`config.mk`:
```
export PLATFORM = sky130hd
export DESIGN_NAME = smb_blk_slave
export DESIGN_NICKNAME = d
export VERILOG_FILES = /design/src/rtl/smb_pkg.sv /design/src/rtl/smb_crc.sv /design/src/rtl/smb_ptr.sv /design/src/rtl/smb_fsm.sv /design/src/rtl/smb_blk_slave.sv
export SDC_FILE = /design/constraint.sdc
export NUM_CORES = 1
export LEC_CHECK = 0
export BUFFER_PORTS_ARGS = -buffer_cell sky130_fd_sc_hd__buf_4
export CORE_AREA = 10 10 91 93
export DETAILED_ROUTE_END_ITERATION = 10
export DIE_AREA = 0 0 101 103
export PLACE_DENSITY = 0.84
export SYNTH_ARGS = -nofsm -noshare
export SYNTH_HDL_FRONTEND = slang
export SYNTH_SLANG_ARGS = --single-unit
```
`constraint.sdc`:
```
create_clock -name clk -period 6.8 [get_ports clk]
set_input_delay 1.02 -clock clk [delete_from_list [all_inputs] [get_ports clk]]
set_output_delay 1.02 -clock clk [all_outputs]
set_load 0.005 [all_outputs]
```
`src/rtl/smb_pkg.sv`:
```
package smb_pkg;

    typedef enum logic [3:0] {
        ST_IDLE,
        ST_ADDR,
        ST_CMD,
        ST_WDATA,
        ST_WPEC,
        ST_CNT,
        ST_BDATA,
        ST_BPEC,
        ST_READ,
        ST_TAIL
    } link_st_e;

    typedef enum logic [1:0] {
        RD_COUNT,
        RD_DATA,
        RD_PEC,
        RD_DONE
    } rd_ph_e;

    typedef struct packed {
        logic valid;
        logic ok;
    } ack_rsp_t;

    typedef struct packed {
        logic       valid;
        logic [7:0] data;
    } tx_rsp_t;

    localparam logic [7:0] PEC_POLY = 8'h07;
    localparam logic [7:0] IDLE_FILL = 8'hFF;

    // One byte of CRC-8, MSB first, byte-wide form
    function automatic logic [7:0] crc8_byte(input logic [7:0] c, input logic [7:0] d);
        logic [7:0] r;
        r = c ^ d;
        for (int i = 0; i < 8; i++) begin
            r = r[7] ? ((r << 1) ^ PEC_POLY) : (r << 1);
        end
        return r;
    endfunction

endpackage

```
`src/rtl/smb_crc.sv`:
```
module smb_crc
    import smb_pkg::*;
(
    input  logic       clk,
    input  logic       rst,
    input  logic       clr,
    input  logic       upd,
    input  logic [7:0] din,
    output logic [7:0] crc
);
    always_ff @(posedge clk) begin
        if (rst || clr) begin
            crc <= 8'h00;
        end else if (upd) begin
            crc <= crc8_byte(crc, din);
        end
    end
endmodule

```
`src/rtl/smb_ptr.sv`:
```
module smb_ptr #(
    parameter int NREG    = 96,
    parameter int MAX_BLK = 32,
    localparam int AW     = $clog2(NREG),
    localparam int CW     = $clog2(MAX_BLK + 1)
) (
    input  logic          clk,
    input  logic          rst,
    input  logic          ld_ptr,
    input  logic [7:0]    ptr_in,
    input  logic          reload,
    input  logic          inc,
    input  logic          len_we,
    input  logic [7:0]    len_din,
    output logic          blk_mode,
    output logic [AW-1:0] wa,
    output logic [CW-1:0] len_clamp
);
    logic [7:0] ptr_q;
    logic [7:0] len_q;

    // Bring an AW-bit value into 0..NREG-1 (2^AW < 2*NREG)
    function automatic logic [AW-1:0] fold(input logic [AW-1:0] a);
        if (int'(a) >= NREG) begin
            return AW'(int'(a) - NREG);
        end
        return a;
    endfunction

    always_ff @(posedge clk) begin
        if (rst) begin
            ptr_q <= 8'h00;
            wa    <= '0;
        end else if (ld_ptr) begin
            ptr_q <= ptr_in;
            wa    <= fold(ptr_in[AW-1:0]);
        end else if (reload) begin
            wa    <= fold(ptr_q[AW-1:0]);
        end else if (inc) begin
            wa    <= (int'(wa) == NREG - 1) ? '0 : wa + AW'(1);
        end
    end

    always_ff @(posedge clk) begin
        if (rst) begin
            len_q <= 8'h00;
        end else if (len_we) begin
            len_q <= len_din;
        end
    end

    assign blk_mode  = ptr_q[7];
    assign len_clamp = (int'(len_q) > MAX_BLK) ? CW'(MAX_BLK) : CW'(len_q);
endmodule

```
`src/rtl/smb_fsm.sv`:
```
module smb_fsm
    import smb_pkg::*;
#(
    parameter int MAX_BLK = 32,
    localparam int CW     = $clog2(MAX_BLK + 1)
) (
    input  logic          clk,
    input  logic          rst,
    input  logic [6:0]    dev_addr,
    input  logic          pec_en,
    input  logic          ev_start,
    input  logic          ev_stop,
    input  logic          rx_valid,
    input  logic [7:0]    rx_byte,
    input  logic          tx_req,
    input  logic          blk_mode,
    input  logic [CW-1:0] len_clamp,
    input  logic [7:0]    crc,
    input  logic [7:0]    reg_rdata,
    output logic          ack_valid,
    output logic          ack_ok,
    output logic          tx_valid,
    output logic [7:0]    tx_byte,
    output logic          reg_we,
    output logic [7:0]    reg_wdata,
    output logic          ld_ptr,
    output logic          reload,
    output logic          inc,
    output logic          crc_clr,
    output logic          crc_upd,
    output logic [7:0]    crc_din
);
    link_st_e      st_q, st_n;
    rd_ph_e        rd_q, rd_n;
    logic [CW-1:0] cnt_q, cnt_n;
    logic [7:0]    wbuf_q, wbuf_n;
    ack_rsp_t      ack_q, ack_n;
    tx_rsp_t       tx_q, tx_n;
    logic [CW-1:0] cnt_rx;

    assign cnt_rx = (int'(rx_byte) > MAX_BLK) ? CW'(MAX_BLK) : CW'(rx_byte);

    always_comb begin
        st_n      = st_q;
        rd_n      = rd_q;
        cnt_n     = cnt_q;
        wbuf_n    = wbuf_q;
        ack_n     = '{valid: 1'b0, ok: 1'b0};
        tx_n      = '{valid: 1'b0, data: IDLE_FILL};
        reg_we    = 1'b0;
        reg_wdata = rx_byte;
        ld_ptr    = 1'b0;
        reload    = 1'b0;
        inc       = 1'b0;
        crc_clr   = 1'b0;
        crc_upd   = 1'b0;
        crc_din   = rx_byte;

        if (ev_stop) begin
            st_n = ST_IDLE;
        end else if (ev_start) begin
            st_n    = ST_ADDR;
            reload  = 1'b1;
            crc_clr = (st_q == ST_IDLE);
        end else if (rx_valid) begin
            ack_n.valid = 1'b1;
            unique case (st_q)
                ST_ADDR: begin
                    if (rx_byte[7:1] == dev_addr) begin
                        ack_n.ok = 1'b1;
                        crc_upd  = 1'b1;
                        if (rx_byte[0]) begin
                            st_n = ST_READ;
                            rd_n = blk_mode ? RD_COUNT : RD_DATA;
                        end else begin
                            st_n = ST_CMD;
                        end
                    end else begin
                        st_n = ST_TAIL;
                    end
                end
                ST_CMD: begin
                    ack_n.ok = 1'b1;
                    crc_upd  = 1'b1;
                    ld_ptr   = 1'b1;
                    st_n     = rx_byte[7] ? ST_CNT : ST_WDATA;
                end
                ST_WDATA: begin
                    ack_n.ok = 1'b1;
                    crc_upd  = 1'b1;
                    wbuf_n   = rx_byte;
                    if (pec_en) begin
                        st_n = ST_WPEC;
                    end else begin
                        reg_we = 1'b1;
                        st_n   = ST_TAIL;
                    end
                end
                ST_WPEC: begin
                    if (rx_byte == crc) begin
                        ack_n.ok  = 1'b1;
                        reg_we    = 1'b1;
                        reg_wdata = wbuf_q;
                    end
                    st_n = ST_TAIL;
                end
                ST_CNT: begin
                    ack_n.ok = 1'b1;
                    crc_upd  = 1'b1;
                    cnt_n    = cnt_rx;
                    if (cnt_rx == '0) begin
                        st_n = pec_en ? ST_BPEC : ST_TAIL;
                    end else begin
                        st_n = ST_BDATA;
                    end
                end
                ST_BDATA: begin
                    ack_n.ok = 1'b1;
                    crc_upd  = 1'b1;
                    reg_we   = 1'b1;
                    inc      = 1'b1;
                    cnt_n    = cnt_q - CW'(1);
                    if (cnt_q == CW'(1)) begin
                        st_n = pec_en ? ST_BPEC : ST_TAIL;
                    end
                end
                ST_BPEC: begin
                    ack_n.ok = (rx_byte == crc);
                    st_n     = ST_TAIL;
                end
                default: begin
                    ack_n.ok = 1'b0;
                end
            endcase
        end else if (tx_req) begin
            tx_n.valid = 1'b1;
            if (st_q == ST_READ) begin
                unique case (rd_q)
                    RD_COUNT: begin
                        tx_n.data = 8'(len_clamp);
                        crc_upd   = 1'b1;
                        crc_din   = 8'(len_clamp);
                        cnt_n     = len_clamp;
                        if (len_clamp == '0) begin
                            rd_n = pec_en ? RD_PEC : RD_DONE;
                        end else begin
                            rd_n = RD_DATA;
                        end
                    end
                    RD_DATA: begin
                        tx_n.data = reg_rdata;
                        crc_upd   = 1'b1;
                        crc_din   = reg_rdata;
                        if (blk_mode) begin
                            inc   = 1'b1;
                            cnt_n = cnt_q - CW'(1);
                            if (cnt_q == CW'(1)) begin
                                rd_n = pec_en ? RD_PEC : RD_DONE;
                            end
                        end else begin
                            rd_n = pec_en ? RD_PEC : RD_DONE;
                        end
                    end
                    RD_PEC: begin
                        tx_n.data = crc;
                        rd_n      = RD_DONE;
                    end
                    default: begin
                        tx_n.data = IDLE_FILL;
                    end
                endcase
            end
        end
    end

    always_ff @(posedge clk) begin
        if (rst) begin
            st_q   <= ST_IDLE;
            rd_q   <= RD_DONE;
            cnt_q  <= '0;
            wbuf_q <= 8'h00;
            ack_q  <= '{valid: 1'b0, ok: 1'b0};
            tx_q   <= '{valid: 1'b0, data: IDLE_FILL};
        end else begin
            st_q   <= st_n;
            rd_q   <= rd_n;
            cnt_q  <= cnt_n;
            wbuf_q <= wbuf_n;
            ack_q  <= ack_n;
            tx_q   <= tx_n;
        end
    end

    assign ack_valid = ack_q.valid;
    assign ack_ok    = ack_q.ok;
    assign tx_valid  = tx_q.valid;
    assign tx_byte   = tx_q.data;
endmodule

```
`src/rtl/smb_blk_slave.sv`:
```
module smb_blk_slave
    import smb_pkg::*;
#(
    parameter int NREG    = 96,
    parameter int MAX_BLK = 32,
    localparam int AW     = $clog2(NREG),
    localparam int CW     = $clog2(MAX_BLK + 1)
) (
    input  logic          clk,
    input  logic          rst,
    input  logic [6:0]    dev_addr,
    input  logic          pec_en,
    input  logic          ev_start,
    input  logic          ev_stop,
    input  logic          rx_valid,
    input  logic [7:0]    rx_byte,
    input  logic          tx_req,
    output logic          ack_valid,
    output logic          ack_ok,
    output logic          tx_valid,
    output logic [7:0]    tx_byte,
    output logic [AW-1:0] reg_addr,
    output logic          reg_we,
    output logic [7:0]    reg_wdata,
    input  logic [7:0]    reg_rdata
);
    logic          ld_ptr, reload, inc;
    logic          crc_clr, crc_upd;
    logic [7:0]    crc_din, crc;
    logic          blk_mode;
    logic [CW-1:0] len_clamp;
    logic [AW-1:0] wa;
    logic          len_we;

    // A committed write that lands on register 0 also sets the block length
    assign len_we   = reg_we && (wa == '0);
    assign reg_addr = wa;

    smb_fsm #(.MAX_BLK(MAX_BLK)) u_fsm (
        .clk       (clk),
        .rst       (rst),
        .dev_addr  (dev_addr),
        .pec_en    (pec_en),
        .ev_start  (ev_start),
        .ev_stop   (ev_stop),
        .rx_valid  (rx_valid),
        .rx_byte   (rx_byte),
        .tx_req    (tx_req),
        .blk_mode  (blk_mode),
        .len_clamp (len_clamp),
        .crc       (crc),
        .reg_rdata (reg_rdata),
        .ack_valid (ack_valid),
        .ack_ok    (ack_ok),
        .tx_valid  (tx_valid),
        .tx_byte   (tx_byte),
        .reg_we    (reg_we),
        .reg_wdata (reg_wdata),
        .ld_ptr    (ld_ptr),
        .reload    (reload),
        .inc       (inc),
        .crc_clr   (crc_clr),
        .crc_upd   (crc_upd),
        .crc_din   (crc_din)
    );

    smb_ptr #(.NREG(NREG), .MAX_BLK(MAX_BLK)) u_ptr (
        .clk       (clk),
        .rst       (rst),
        .ld_ptr    (ld_ptr),
        .ptr_in    (rx_byte),
        .reload    (reload),
        .inc       (inc),
        .len_we    (len_we),
        .len_din   (reg_wdata),
        .blk_mode  (blk_mode),
        .wa        (wa),
        .len_clamp (len_clamp)
    );

    smb_crc u_crc (
        .clk (clk),
        .rst (rst),
        .clr (crc_clr),
        .upd (crc_upd),
        .din (crc_din),
        .crc (crc)
    );
endmodule

```
==> impl_metrics.csv <==
group,metric,value,unit
cts,post_cts.repair.setup_buffers,0,
synth,synthFlopType,"dfxtp_1",
die,die_x,101,um
global_route,grt_overflow,0,
pwr,ir_worst_vdd,0.000115,V
cts,htreeDepth,3,
critical_path,r2r_setup_slack,3.53,ns
die,io_pins,57,
placed_design,post-place-ws,3.17,ns
cts,clock_latency,0.36,ns
cts,cts.sink_count,62,
critical_path,reg2reg_depth,9,
critical_path,r2r-end,"u_crc.crc[5]$_SDFFE_PP0P_",
finish,layout_common_cells,"dfxtp_1, buf_4, nor2_1",
route,vias_per_cell,6.23,
route,num_vias,3865,
synth,synth-edff-count,0,
timing,rsz0062_at_grt,"false",
critical_path,cpMaxStageDelayCell,"nor2_1",
finish,syn_to_final_growth,14.8,%
synth,syn_area,0.00396,mm^2
critical_path,cp_max_fo,12,
critical_path,r2r-start,"u_fsm.rd_q[1]$_SDFFE_PP1P_",
min_path,hold_depth,2,
timing,finalCriticalPeriod,3.66,ns
global_route,grt_first_pass_wirelength,17800,um
placed_design,io_buffers,56,
die,die_area,0.0104,mm^2
cts,cts_resized,0,
die,start_util,0.603,
route,drt-total-wl,11100,um
timing,fin_setup_tns,0,ns
finish,drive_above_1_share,0.176,
die,die_h,103,um
cts,cts_tree,"done",
global_route,grt_use_total,0.214,
cts,cts_buffers,9,
synth,synthAdderAreaFrac,0.0253,
job,maxCapViolCount,0,
route,dr.first_iter.drc_count,323,
die,rows,30,
pwr,power_leakage,0.00175,uW
cts,cts_buffer_depth,2,
critical_path,endpoint_kind,"output pin",
timing,clock.fmax,273,MHz
critical_path,start_kind,"input port",
finish,final_common_cell,"dfxtp_1",
synth,async_flop_share,0,
synth,ys_types,62,
global_route,grt_start_max_net_pins,43,
synth,yosys.area_share.xor_xnor,0.102,
route,drtPass1Iterations,5,
critical_path,path_delay_family,"simple AND/OR/NAND/NOR gates",
min_path,hold_path.startpoint,"u_ptr.ptr_q[1]$_SDFFE_PP0P_",
finish,seq_area,0.00124,mm^2
synth,synth-warning-count,0,
synth,synth_mux_area_frac,0.0792,
route,route.detailed.drc,0,
pwr,totalPowerFinal,771,uW
global_route,grt_pass1_vias,3543,
route,postRouteAntennaNets,0,
critical_path,crit_type,"in -> out",
synth,synth_compound_area_frac,0.193,
synth,synth_top_family_by_area,"simple AND/OR/NAND/NOR gates",
run_status,outcome,"finished clean",
timing,timing.final.ws_setup,3.14,ns
critical_path,cpMostUsedCell,"buf_4",
synth,syn_area_per_cell,7.91,um^2
route,routedWlPerCell,18.0,um
finish,nets,573,
timing,worst_clock_skew,0.00984,ns
placed_design,gp_congestion,0.921,
finish,diodes,0,
cts,ctsHoldBuffers,0,
critical_path,critPathMaxStageDelay,0.41,ns
timing,finalMaxSlewViolations,0,
timing,tightest_slew,0.910,ns
die,core_area,0.00657,mm^2
pwr,powerDensity,169,mW/mm^2
synth,yosys_register_bits,62,
min_path,min_to,"u_ptr.ptr_q[1]$_SDFFE_PP0P_",
synth,synth_nets,539,
critical_path,worstPathArrival,2.64,ns
timing,post-route-period-util,0.538,
synth,syn-instance-count,501,
cts,clock-root-buffer,"clkbuf_8",
critical_path,crit_buf_inv,3,
cts,clk_pin_slew_worst_paths,0.07,ns
synth,synth_simple_gate_area_share,0.236,
global_route,antenna_found_initial,0,
timing,max_slew_margin,0.388,
critical_path,cp_data_required_time,5.78,ns
synth,ys_seq_area_frac,0.313,
finish,final.fill_count,564,
timing,finalSetupViolCount,0,
finish,multi_input_area,0.00252,mm^2
critical_path,path_cells,"buf_4 -> nor2_1 -> nand4_1 -> nor3_1 -> buf_4 -> mux2_2 -> buf_4",
min_path,min_path_type,"reg -> reg",
timing,report.final.hold_viol_count,0,
placed_design,dpl.hpwl,8170,um
==> cell usage after synthesis (3+ instances only) <==
| cell | number | area share |
|---|---|---|
| a211oi_1 | 10 | 0.019 |
| a21oi_1 | 31 | 0.039 |
| a221oi_1 | 3 | 0.0066 |
| a22o_1 | 5 | 0.011 |
| a22oi_1 | 6 | 0.011 |
| a31oi_1 | 8 | 0.013 |
| and2_1 | 5 | 0.0079 |
| buf_2 | 4 | 0.0051 |
| clkbuf_1 | 31 | 0.029 |
| dfxtp_1 | 62 | 0.31 |
| ha_1 | 8 | 0.025 |
| inv_1 | 17 | 0.016 |
| mux2_2 | 7 | 0.020 |
| mux2i_1 | 22 | 0.056 |
| nand2_1 | 57 | 0.054 |
| nand2b_1 | 5 | 0.0079 |
| nand3_1 | 15 | 0.019 |
| nand3b_1 | 5 | 0.0095 |
| nand4_1 | 8 | 0.013 |
| nor2_1 | 58 | 0.055 |
| nor2b_1 | 4 | 0.0063 |
| nor3_1 | 13 | 0.016 |
| nor4_1 | 3 | 0.0047 |
| nor4b_1 | 4 | 0.0088 |
| o211ai_1 | 4 | 0.0076 |
| o21a_1 | 3 | 0.0057 |
| o21ai_0 | 20 | 0.025 |
| o22ai_1 | 4 | 0.0063 |
| o311ai_0 | 4 | 0.0088 |
| xnor2_1 | 21 | 0.046 |
| xor2_1 | 15 | 0.033 |
==> state kept, by name, indices dropped and copies added (netlist names) <==
register         cells
u_crc.crc            8
u_fsm.tx_byte        8
u_fsm.wbuf_q         8
u_ptr.len_q          8
u_ptr.ptr_q          8
u_ptr.wa             7
u_fsm.cnt_q          6
u_fsm.st_q           4
u_fsm.rd_q           2
u_fsm.ack_ok         1
u_fsm.ack_valid      1
u_fsm.tx_valid       1
==> metrics by stage <==
step / utilization / instance area (um^2) / hold slack, ns / cells
2_1_floorplan: - / 3960 / 0.436 / 501
3_3_place_gp: 0.665 / 4370 / 0.442 / 604
3_5_place_dp: 0.665 / 4370 / 0.454 / 604
4_1_cts: 0.693 / 4550 / 0.464 / 620
5_1_grt: 0.693 / 4550 / 0.484 / 620
6_report: 0.693 / 4550 / 0.466 / 620
==> logic make-up after synthesis <==
logic type,count (synthesis)
multiplexers,30
AO/OA/AOI/OAI,115
flip-flops,62
adder cells (fa/ha/maj),8
buffers and inverters,53
XOR/XNOR,40
AND/OR/NAND/NOR,193
==> worst register-to-register path, cell delays in order (launching register included) <==
cell,delay (ns)
dfxtp_1,0.35
inv_1,0.09
ha_1,0.55
nor2_1,0.23
nor4_4,0.52
mux2_2,0.45
xor2_1,0.17
xnor2_1,0.36
mux2i_1,0.29
mux2i_1,0.20
==> layer usage <==
metal  wire length (um)  GRT usage  vias to the layer above
li1                   -          -                     1841
met1               4790      0.270                     1857
met2               5300      0.340                      147
met3                797     0.0462                       20
met4                249     0.0986                        0
met5                  0          0                        -
==> report_power, final <==
group	internal [uW]	total (uW)	switching (uW)	leakage, uW
combinational	43.5	95.3	51.8	0.00115
clock	144	306	162	0.0000966
sequential	365	370	4.76	0.000500
total	552	771	218	0.00175
==> worst max-delay path by stage <==
stage / startpoint / depth (start not counted) / to
final: ev_start / 7 / reg_wdata[0]
after global routing: ev_start / 7 / reg_wdata[2]
after CTS: ev_start / 7 / reg_wdata[0]
after detailed placement: ev_start / 7 / reg_wdata[0]
after global placement: ev_start / 7 / reg_wdata[2]
after floorplan: rx_byte[5] / 6 / reg_wdata[0]
==> area by class of cell <==
class	count	area share
clock buffers	10	0.0303
clock inverters	6	0.00990
inverters	17	0.0140
multi-input cells	386	0.554
flip-flops and latches	62	0.273
well taps	80	0.0220
repair buffers	59	0.0974
Power figures use the tool's default switching activity.
